<file path="config.mk">
export PLATFORM = sky130hd
export DESIGN_NAME = vtg_lfsr_timing
export DESIGN_NICKNAME = d
export VERILOG_FILES = /design/src/rtl/vtg_lfsr_pkg.sv /design/src/rtl/vtg_lfsr_counter.sv /design/src/rtl/vtg_span_flag.sv /design/src/rtl/vtg_lfsr_timing.sv
export SDC_FILE = /design/constraint.sdc
export NUM_CORES = 1
export LEC_CHECK = 0
export BUFFER_PORTS_ARGS = -buffer_cell sky130_fd_sc_hd__buf_2
export CAP_MARGIN = 20
export CORE_ASPECT_RATIO = 0.9
export CORE_MARGIN = 5
export CORE_UTILIZATION = 46
export CTS_CLUSTER_DIAMETER = 80
export DETAILED_ROUTE_END_ITERATION = 8
export GPL_TIMING_DRIVEN = 0
export MAX_ROUTING_LAYER = met4
export PLACE_DENSITY = 0.87
export SLEW_MARGIN = 20
export SYNTH_ARGS = -nofsm -noshare
export SYNTH_HDL_FRONTEND = slang
export SYNTH_SLANG_ARGS = --single-unit
export TNS_END_PERCENT = 20
</file>
<file path="constraint.sdc">
create_clock -name clk -period 3 [get_ports clk]
set_clock_uncertainty 0.15 [all_clocks]
set_input_delay 0.15 -clock clk [delete_from_list [all_inputs] [get_ports clk]]
set_output_delay 0.15 -clock clk [all_outputs]
set_load 0.005 [all_outputs]
</file>
<file path="src/rtl/vtg_lfsr_pkg.sv">
`timescale 1ns/1ps
package vtg_lfsr_pkg;
   // index of each set/clear region flag inside the top
   typedef enum int {
      RG_HSYNC = 0,
      RG_HACT  = 1,
      RG_VSYNC = 2,
      RG_VACT  = 3
   } region_e;
   localparam int NUM_REGIONS = 4;
   localparam int NUM_H_REGIONS = 2;
endpackage

</file>
<file path="src/rtl/vtg_lfsr_counter.sv">
`timescale 1ns/1ps
module vtg_lfsr_counter #(
   parameter int             W    = 16,
   parameter logic [W-1:0]   TAPS = 16'h8016
) (
   input  logic         clk,
   input  logic         rst,
   input  logic         step_en,
   input  logic [W-1:0] end_st,
   output logic [W-1:0] state_o,
   output logic         at_end_o
);
   localparam logic [W-1:0] SEED = '1;

   logic [W-1:0] state_q;
   logic         fb;

   assign fb       = ^(state_q & TAPS);
   assign at_end_o = (state_q == end_st);
   assign state_o  = state_q;

   always_ff @(posedge clk) begin
      if (rst)
         state_q <= SEED;
      else if (step_en)
         state_q <= at_end_o ? SEED : {state_q[W-2:0], fb};
   end
endmodule

</file>
<file path="src/rtl/vtg_span_flag.sv">
`timescale 1ns/1ps
module vtg_span_flag #(
   parameter int W = 16
) (
   input  logic         clk,
   input  logic         rst,
   input  logic         upd_en,
   input  logic [W-1:0] state,
   input  logic [W-1:0] on_st,
   input  logic [W-1:0] off_st,
   output logic         active_o
);
   logic held_q;
   logic hit_on;
   logic hit_off;

   assign hit_on   = (state == on_st);
   assign hit_off  = (state == off_st);
   // stop match has priority over start match
   assign active_o = (hit_on | held_q) & ~hit_off;

   always_ff @(posedge clk) begin
      if (rst)
         held_q <= 1'b0;
      else if (upd_en)
         held_q <= active_o;
   end
endmodule

</file>
<file path="src/rtl/vtg_lfsr_timing.sv">
`timescale 1ns/1ps
module vtg_lfsr_timing #(
   parameter int           W    = 16,
   parameter logic [W-1:0] TAPS = 16'h8016
) (
   input  logic         clk,
   input  logic         rst,
   input  logic         pix_en,
   input  logic [W-1:0] h_end_st,
   input  logic [W-1:0] h_sync_on_st,
   input  logic [W-1:0] h_sync_off_st,
   input  logic [W-1:0] h_act_on_st,
   input  logic [W-1:0] h_act_off_st,
   input  logic [W-1:0] v_end_st,
   input  logic [W-1:0] v_sync_on_st,
   input  logic [W-1:0] v_sync_off_st,
   input  logic [W-1:0] v_act_on_st,
   input  logic [W-1:0] v_act_off_st,
   output logic         hsync_o,
   output logic         vsync_o,
   output logic         de_o,
   output logic         eol_o,
   output logic         eof_o
);
   import vtg_lfsr_pkg::*;

   generate
      if (W < 4) begin : g_bad_width
         $error("vtg_lfsr_timing: W must be at least 4");
      end
      if (!TAPS[W-1]) begin : g_bad_taps
         $error("vtg_lfsr_timing: TAPS must include the top bit");
      end
   endgenerate

   logic [W-1:0] h_state;
   logic [W-1:0] v_state;
   logic         h_at_end;
   logic         v_at_end;
   logic         v_step;

   assign v_step = pix_en & h_at_end;

   vtg_lfsr_counter #(.W(W), .TAPS(TAPS)) u_hcnt (
      .clk(clk), .rst(rst), .step_en(pix_en), .end_st(h_end_st),
      .state_o(h_state), .at_end_o(h_at_end)
   );

   vtg_lfsr_counter #(.W(W), .TAPS(TAPS)) u_vcnt (
      .clk(clk), .rst(rst), .step_en(v_step), .end_st(v_end_st),
      .state_o(v_state), .at_end_o(v_at_end)
   );

   logic [W-1:0] rg_on  [NUM_REGIONS];
   logic [W-1:0] rg_off [NUM_REGIONS];
   logic [NUM_REGIONS-1:0] rg_act;

   assign rg_on[RG_HSYNC]  = h_sync_on_st;
   assign rg_off[RG_HSYNC] = h_sync_off_st;
   assign rg_on[RG_HACT]   = h_act_on_st;
   assign rg_off[RG_HACT]  = h_act_off_st;
   assign rg_on[RG_VSYNC]  = v_sync_on_st;
   assign rg_off[RG_VSYNC] = v_sync_off_st;
   assign rg_on[RG_VACT]   = v_act_on_st;
   assign rg_off[RG_VACT]  = v_act_off_st;

   generate
      for (genvar i = 0; i < NUM_REGIONS; i++) begin : g_region
         if (i < NUM_H_REGIONS) begin : g_h
            vtg_span_flag #(.W(W)) u_flag (
               .clk(clk), .rst(rst), .upd_en(pix_en), .state(h_state),
               .on_st(rg_on[i]), .off_st(rg_off[i]), .active_o(rg_act[i])
            );
         end else begin : g_v
            vtg_span_flag #(.W(W)) u_flag (
               .clk(clk), .rst(rst), .upd_en(v_step), .state(v_state),
               .on_st(rg_on[i]), .off_st(rg_off[i]), .active_o(rg_act[i])
            );
         end
      end
   endgenerate

   assign hsync_o = rg_act[RG_HSYNC];
   assign vsync_o = rg_act[RG_VSYNC];
   assign de_o    = rg_act[RG_HACT] & rg_act[RG_VACT];
   assign eol_o   = h_at_end;
   assign eof_o   = h_at_end & v_at_end;
endmodule

</file>
==> flow_summary_export.csv, run 1 <==
group,metric,value,unit
global_routing,antenna_found_initial,0,
layout,drive_gt1_share,40.60,%
clock_tree,cts_resized,0,
clock_tree,htree_num_levels,2,
sta,tightest_slew,0.6726,ns
sta,setup_viol,0,
sta,tns,0,ns
sta,slew_violations,0,
routing,ant_nets,0,
placement,hpwl,8.839,mm
routing,wirelength,10.76,mm
hold_path,min_path_type,"primary input to flip-flop",
worst_setup_path,critPathLaunchType,"flip-flop",
clock_tree,clk_pin_slew,0.07,ns
synthesis,avgSynthCellArea,8.938,µm²
worst_setup_path,r2r.worst_path.cells,8,
worst_setup_path,end_kind,"flip-flop",
worst_setup_path,crit_fanout,10,
synthesis,yosysTopAreaCellShare,22.95,%
routing,firstDrtPassIters,4,
synthesis,syn_area,3244,µm²
sta,period_minus_slack,2.510,ns
die,io_pins,168,
synthesis,synth_ff_type,"dfxtp_1",
synthesis,yosysMostFrequentCell,"xnor2_1",
die,start_util,46.57,%
layout,finalNetCount,699,
placement,numPortBuffers,166,
clock_tree,post_cts_buffers,0,
synthesis,syn_inst,363,
clock_tree,numCtsBuffers,5,
clock_tree,cts_sinks,36,
worst_setup_path,crit_type,"flip-flop to flip-flop",
die,num_rows,29,
clock_tree,postCtsHoldBufs,0,
sta,holdWs,0.08400,ns
global_routing,grt_pass1_wl,16.00,mm
sta,hold_viol_final,0,
die,fp.coreArea,6967,µm²
layout,multi_input_area,2281,µm²
clock_tree,cts_tree,"done",
outcome,status,"completed",
global_routing,grt_usage,23.63,%
sta,min_period_over_period,83.67,%
die,fp.dieW,98.53,µm
global_routing,grt_pass1_vias,3338,
clock_tree,clock_latency,0.28,ns
layout,diodes,0,
worst_setup_path,arrival,2.52,ns
power,ir_drop,0.1831,mV
placement,gp_congestion,0.8613,
hold_path,hold_depth,2,
die,die_height,89.67,µm
routing,wl_per_cell,17.08,µm
power,power_leakage,1.731,nW
synthesis,yosys.area.top_type,"xnor2_1",
die,dieArea,8835,µm²
job,cap_violations,0,
worst_setup_path,reg2reg_setup_slack,0.49,ns
sta,rsz0062_at_grt,"no",
layout,fill_cells,622,
global_routing,grt_max_degree,12,
hold_path,hold-path-endpoint,"g_region[1].g_h.u_flag.held_q$_SDFFE_PP0P_",
sta,slew_headroom,55.16,%
synthesis,ys_seq_area_share,22.21,%
sta,fmax,398.4,MHz
layout,fin_cells,630,
synthesis,synth.distinct_cells,28,
synthesis,synthArstFlopShare,0,%
hold_path,holdCritStartpoint,"rst",
synthesis,ys_warn_count,0,
synthesis,synth_area_leaders,"xnor2_1 23%, dfxtp_1 22%, xor2_1 22%",
routing,drt_iter0_drc,142,
placement,post_dp_cell_area,4192,µm²
layout,regArea,720.7,µm²
synthesis,synth_edf_count,0,
layout,area_growth,33.09,%
power,power_density,283.3,nW/µm²
routing,remaining_drc_errors,0,
routing,viasPerCell,5.141,
layout,design_area,4318,µm²
worst_setup_path,r2r-start,"u_hcnt.state_o[6]$_SDFFE_PP1P_",
synthesis,synth_commonest_cells,"85 x xnor2_1, 81 x xor2_1, 36 x dfxtp_1",
worst_setup_path,worstPathRequired,3.01,ns
synthesis,synth-seq-cells,36,
clock_tree,cts_root_buf,"clkbuf_8",
global_routing,overflow,0,
routing,dr_total_vias,3239,
placement,dp.cells,622,
clock_tree,clock_tree.buffer_depth,2,
synthesis,syn_nets,526,
worst_setup_path,worstReg2RegEnd,"u_vcnt.state_o[13]$_SDFFE_PP1P_",
[registers in the layout, summed over array words and instances, names as in the netlist]
| signal | count |
|---|---|
| g_region.g_h.u_flag.held_q | 2 |
| g_region.g_v.u_flag.held_q | 2 |
| u_hcnt.state_o | 16 |
| u_vcnt.state_o | 16 |
[layout by cell type (no fill, tap or decap), types with 5 or more instances in the layout]
master    Yosys  final
xnor2_1      85     85
buf_2        26    192
nand4_1      23     23
clkbuf_8      0      7
xor2_1       81     81
o22a_2        5      5
mux2i_1      15     15
buf_6         6      6
nor4_1       21     21
nand2_1      18     18
o22a_1       11     11
dfxtp_1      36     36
[cell families (layout without fill, tap and decap cells)]
family          Yosys count  after routing  share of synthesized area [%]
xor+xnor                166            166                          44.81
flops                    36             36                          22.21
simple gates             75             75                          13.54
compound gates           30             30                          7.327
mux                      15             15                          4.628
buf+inv                  41            215                          7.481
[worst max-delay path, cell delays in order (launching register included)]
cell and delay, ns:
dfxtp_1 0.30, buf_2 0.19, xor2_1 0.19, nor4_2 0.31
nand4_1 0.24, or4_1 0.50, buf_2 0.18, buf_6 0.15
o22a_1 0.20
[metal layers]
metal | up-vias | track usage (%) | wire, µm | share of wire [%]
met5 | - | - | 0 | 0
met4 | 0 | 8.065 | 190 | 1.8
met3 | 21 | 4.710 | 842 | 7.8
met2 | 117 | 39.41 | 5498 | 51
met1 | 1528 | 28.93 | 4230 | 39
li1 | 1573 | - | - | -
[where the power goes]
| part | switching [mW] | internal (mW) | leakage (nW) | total (mW) |
|---|---|---|---|---|
| logic | 0.127 | 0.157 | 1.37 | 0.283 |
| clock network | 0.166 | 0.293 | 0.0645 | 0.459 |
| registers | 0.000683 | 0.480 | 0.292 | 0.481 |
| total | 0.293 | 0.930 | 1.73 | 1.22 |
[cell type report]
class,instances,share of cell area (%)
Multi-Input combinational cell,286,52.83
Sequential cell,36,16.69
Clock buffer,7,2.231
Inverter,2,0.1739
Timing Repair Buffer,166,19.24
Tap cell,93,2.695
Buffer,39,5.448
Clock inverter,1,0.6955
[per-stage QoR]
step	power (mW)	setup slack [ns]	utilization [%]
5_1_grt	1.282	0.3515	61.98
4_1_cts	1.230	0.4592	61.98
3_5_place_dp	0.7710	0.4904	60.17
3_3_place_gp	0.7618	0.4983	60.17
6_report	1.223	0.4898	61.98
2_1_floorplan	0.6254	0.8200	-
[worst max-delay path by stage]
stage	start	to	slack, ns
after floorplan	u_hcnt.state_o[15]$_SDFFE_PP1P_	u_vcnt.state_o[10]$_SDFFE_PP1P_	0.82
after global placement	u_hcnt.state_o[15]$_SDFFE_PP1P_	u_vcnt.state_o[13]$_SDFFE_PP1P_	0.50
after detailed placement	u_hcnt.state_o[6]$_SDFFE_PP1P_	u_vcnt.state_o[8]$_SDFFE_PP1P_	0.49
after CTS	u_vcnt.state_o[3]$_SDFFE_PP1P_	de_o	0.46
after global routing	u_vcnt.state_o[3]$_SDFFE_PP1P_	de_o	0.35
final	u_hcnt.state_o[6]$_SDFFE_PP1P_	u_vcnt.state_o[13]$_SDFFE_PP1P_	0.49
(Power assumes the default switching activity.)
==> run 2, diff against run 1 <==
--- a/config.mk
+++ b/config.mk
@@ -5,6 +5,7 @@
 export SDC_FILE = /design/constraint.sdc
 export NUM_CORES = 1
 export LEC_CHECK = 0
+export ABC_AREA = 1
 export BUFFER_PORTS_ARGS = -buffer_cell sky130_fd_sc_hd__buf_2
 export CAP_MARGIN = 20
 export CORE_ASPECT_RATIO = 0.9
@@ -14,7 +15,7 @@
 export DETAILED_ROUTE_END_ITERATION = 8
 export GPL_TIMING_DRIVEN = 0
 export MAX_ROUTING_LAYER = met4
-export PLACE_DENSITY = 0.87
+export PLACE_DENSITY = 0.85
 export SLEW_MARGIN = 20
 export SYNTH_ARGS = -nofsm -noshare
 export SYNTH_HDL_FRONTEND = slang
==> constraint.sdc (replaced) <==
create_clock -name clk -period 2.3 [get_ports clk]
set_clock_uncertainty 0.15 [all_clocks]
set_input_delay 0.115 -clock clk [delete_from_list [all_inputs] [get_ports clk]]
set_output_delay 0.115 -clock clk [all_outputs]
set_load 0.005 [all_outputs]
==> run 2 against run 1 <==
Effect of this change:
- core utilization is 2.7 points lower
- combinational power up 110%
- flip-flop and latch count stayed put
- routed wire length grew 11%
- clock-buffer cell count is the same
- clock power up 6.1%
- critical path type is now flip-flop to output port
==> flow_summary_export.csv, run 2 <==
group,metric,value,unit
layout,final_cell_mix,"408 x nand2_1, 186 x buf_2, 119 x inv_1, 84 x nor2_1, 46 x xor2_1",
sta,rsz0062_at_grt,"no",
synthesis,syn_nets,993,
power,pwr-share-comb,34.9,%
synthesis,syn_inst,830,
die,die_height,101.7,µm
routing,remaining_drc_errors,0,
synthesis,synth.distinct_cells,24,
global_routing,grt_pass1_vias,4498,
layout,mostFrequentLayoutCell,"nand2_1",
hold_path,min_path_type,"primary input to flip-flop",
clock_tree,cts_sinks,36,
clock_tree,cts_tree,"done",
synthesis,avgSynthCellArea,5.180,µm²
routing,wl_per_cell,10.58,µm
layout,design_area,5405,µm²
layout,postLayoutCoreUtil,59.23,%
sta,hold_viol_final,0,
sta,slew_violations,0,
clock_tree,clk_pin_slew,0.07,ns
clock_tree,clock_tree.buffer_depth,2,
die,num_rows,33,
layout,diodes,0,
synthesis,synthArstFlopShare,0,%
routing,dr_total_vias,5012,
sta,setup_viol,0,
die,io_pins,168,
routing,wirelength,11.92,mm
placement,pre_cts_ws,0.4230,ns
placement,dp.cells,1119,
synthesis,yosys.area.top_type,"nand2_1",
clock_tree,cts_root_buf,"clkbuf_8",
sta,tns,0,ns
worst_setup_path,critPathLaunchType,"flip-flop",
layout,finalNetCount,1168,
synthesis,yosysTopAreaCellShare,35.62,%
global_routing,grt_pass1_wl,19.64,mm
clock_tree,numCtsBuffers,5,
worst_setup_path,end_kind,"output port",
sta,holdWs,0.1065,ns
layout,fin_cells,1127,
synthesis,syn_area,4299,µm²
sta,slew_headroom,68.13,%
power,clkPwrFrac,27.9,%
synthesis,synth_commonest_cells,"408 x nand2_1, 119 x inv_1, 84 x nor2_1",
power,power_density,322.9,nW/µm²
die,fp.coreArea,9125,µm²
die,dieArea,11380,µm²
global_routing,antenna_found_initial,0,
placement,numPortBuffers,167,
layout,drive_gt1_share,23.58,%
global_routing,grt_usage,21.21,%
sta,tightest_slew,0.4781,ns
global_routing,grt_max_degree,11,
routing,viasPerCell,4.447,
power,intPower,1.193,mW
routing,ant_nets,0,
routing,firstDrtPassIters,7,
routing,drt_iter0_drc,272,
power,p_sw,0.5528,mW
layout,fill_cells,955,
placement,post_dp_cell_area,5288,µm²
power,finalPower,1.745,mW
power,power_frac_seq,37.2,%
clock_tree,clock_latency,0.28,ns
worst_setup_path,crit_type,"flip-flop to output port",
sta,period_minus_slack,2.193,ns
power,ir_drop,0.1925,mV
job,cap_violations,0,
die,fp.dieW,111.9,µm
die,start_util,47.11,%
worst_setup_path,worstPathRequired,2.04,ns
outcome,status,"completed",
synthesis,synth_ff_type,"dfxtp_1",
layout,area_growth,25.73,%
placement,gp_congestion,0.8503,
worst_setup_path,crit_fanout,10,
synthesis,ys_seq_area_share,16.76,%
clock_tree,htree_num_levels,2,
synthesis,synth_edf_count,0,
synthesis,yosysMostFrequentCell,"nand2_1",
sta,layout_setup_ws,0.1070,ns
sta,fmax,456.0,MHz
synthesis,ys_warn_count,0,
power,power_leakage,3.433,nW
synthesis,synth-seq-cells,36,
synthesis,synth_area_leaders,"nand2_1 36%, dfxtp_1 17%, inv_1 10%",
sta,min_period_over_period,95.35,%
power,swShare,31.67,%
placement,hpwl,10.10,mm
worst_setup_path,arrival,1.93,ns
global_routing,overflow,0,
## run 2: cell count changes after synthesis, sizes merged, moves of 21 or more
| cell | delta |
|---|---|
| nand2 | +391 |
| inv | +127 |
| nor2 | +83 |
| xnor2 | -55 |
| nand3 | +35 |
| xor2 | -35 |
| nor4 | -25 |
| nand4 | -21 |
## run 2: timing repair
item,CTS,global route
hold buffers,1,0
endpoints found under the setup margin,0,2
buffers inserted,0,0
hold endpoints to repair,3,0
gates resized for setup,0,4
## run 2: cell type report
type                    count  area (µm²)  area share (%)
plain buffers              42       257.7           4.769
clock buffers               7       96.34           1.782
inverters                 131       493.0           9.120
multi-input cells         621        2839           52.52
flip-flops and latches     36       720.7           13.33
well taps                 122       152.6           2.824
repair buffers            168       845.8           15.65
## run 2: power groups by stage
stage	Combinational (mW)	Clock [mW]	Sequential (mW)
finish	0.608	0.487	0.650
global route	0.695	0.529	0.651
CTS	0.610	0.501	0.650
detailed placement	0.606	0	0.664
global placement	0.592	0	0.663
floorplan	0.375	0	0.662
## run 2: worst paths after layout
path,startpoint,to,slack [ns],cells after the start
max,u_vcnt.state_o[12]$_SDFFE_PP1P_,eof_o,0.11,9
min,pix_en,u_hcnt.state_o[0]$_SDFFE_PP1P_,0.11,3
max reg2reg,u_vcnt.state_o[6]$_SDFFE_PP1P_,u_vcnt.state_o[12]$_SDFFE_PP1P_,0.44,10
min reg2reg,g_region[2].g_v.u_flag.held_q$_SDFFE_PP0P_,g_region[2].g_v.u_flag.held_q$_SDFFE_PP0P_,0.33,2
## run 2: kinds of logic (layout without fill, tap and decap cells)
family / count (synthesis) / after routing / synth area share (%)
buf+inv: 173 / 348 / 17.29
compound gates: 10 / 10 / 1.222
flops: 36 / 36 / 16.76
xor+xnor: 76 / 76 / 15.48
simple gates: 535 / 535 / 49.24
## run 2: layer usage
layer | wire (µm) | track usage [%]
met4 | 46 | 2.245
met1 | 5578 | 27.76
met2 | 5632 | 36.13
met3 | 663 | 3.106
met5 | 0 | -
## run 2: worst max-delay path, cell delays in order, from the launching register on
cell and delay [ns]:
dfxtp_1 0.30, buf_2 0.16, xor2_1 0.17, nor2_1 0.20, nand2_1 0.07, nor2_1 0.12, nand2_2 0.14, buf_2 0.24
nor2_1 0.12, buf_2 0.12
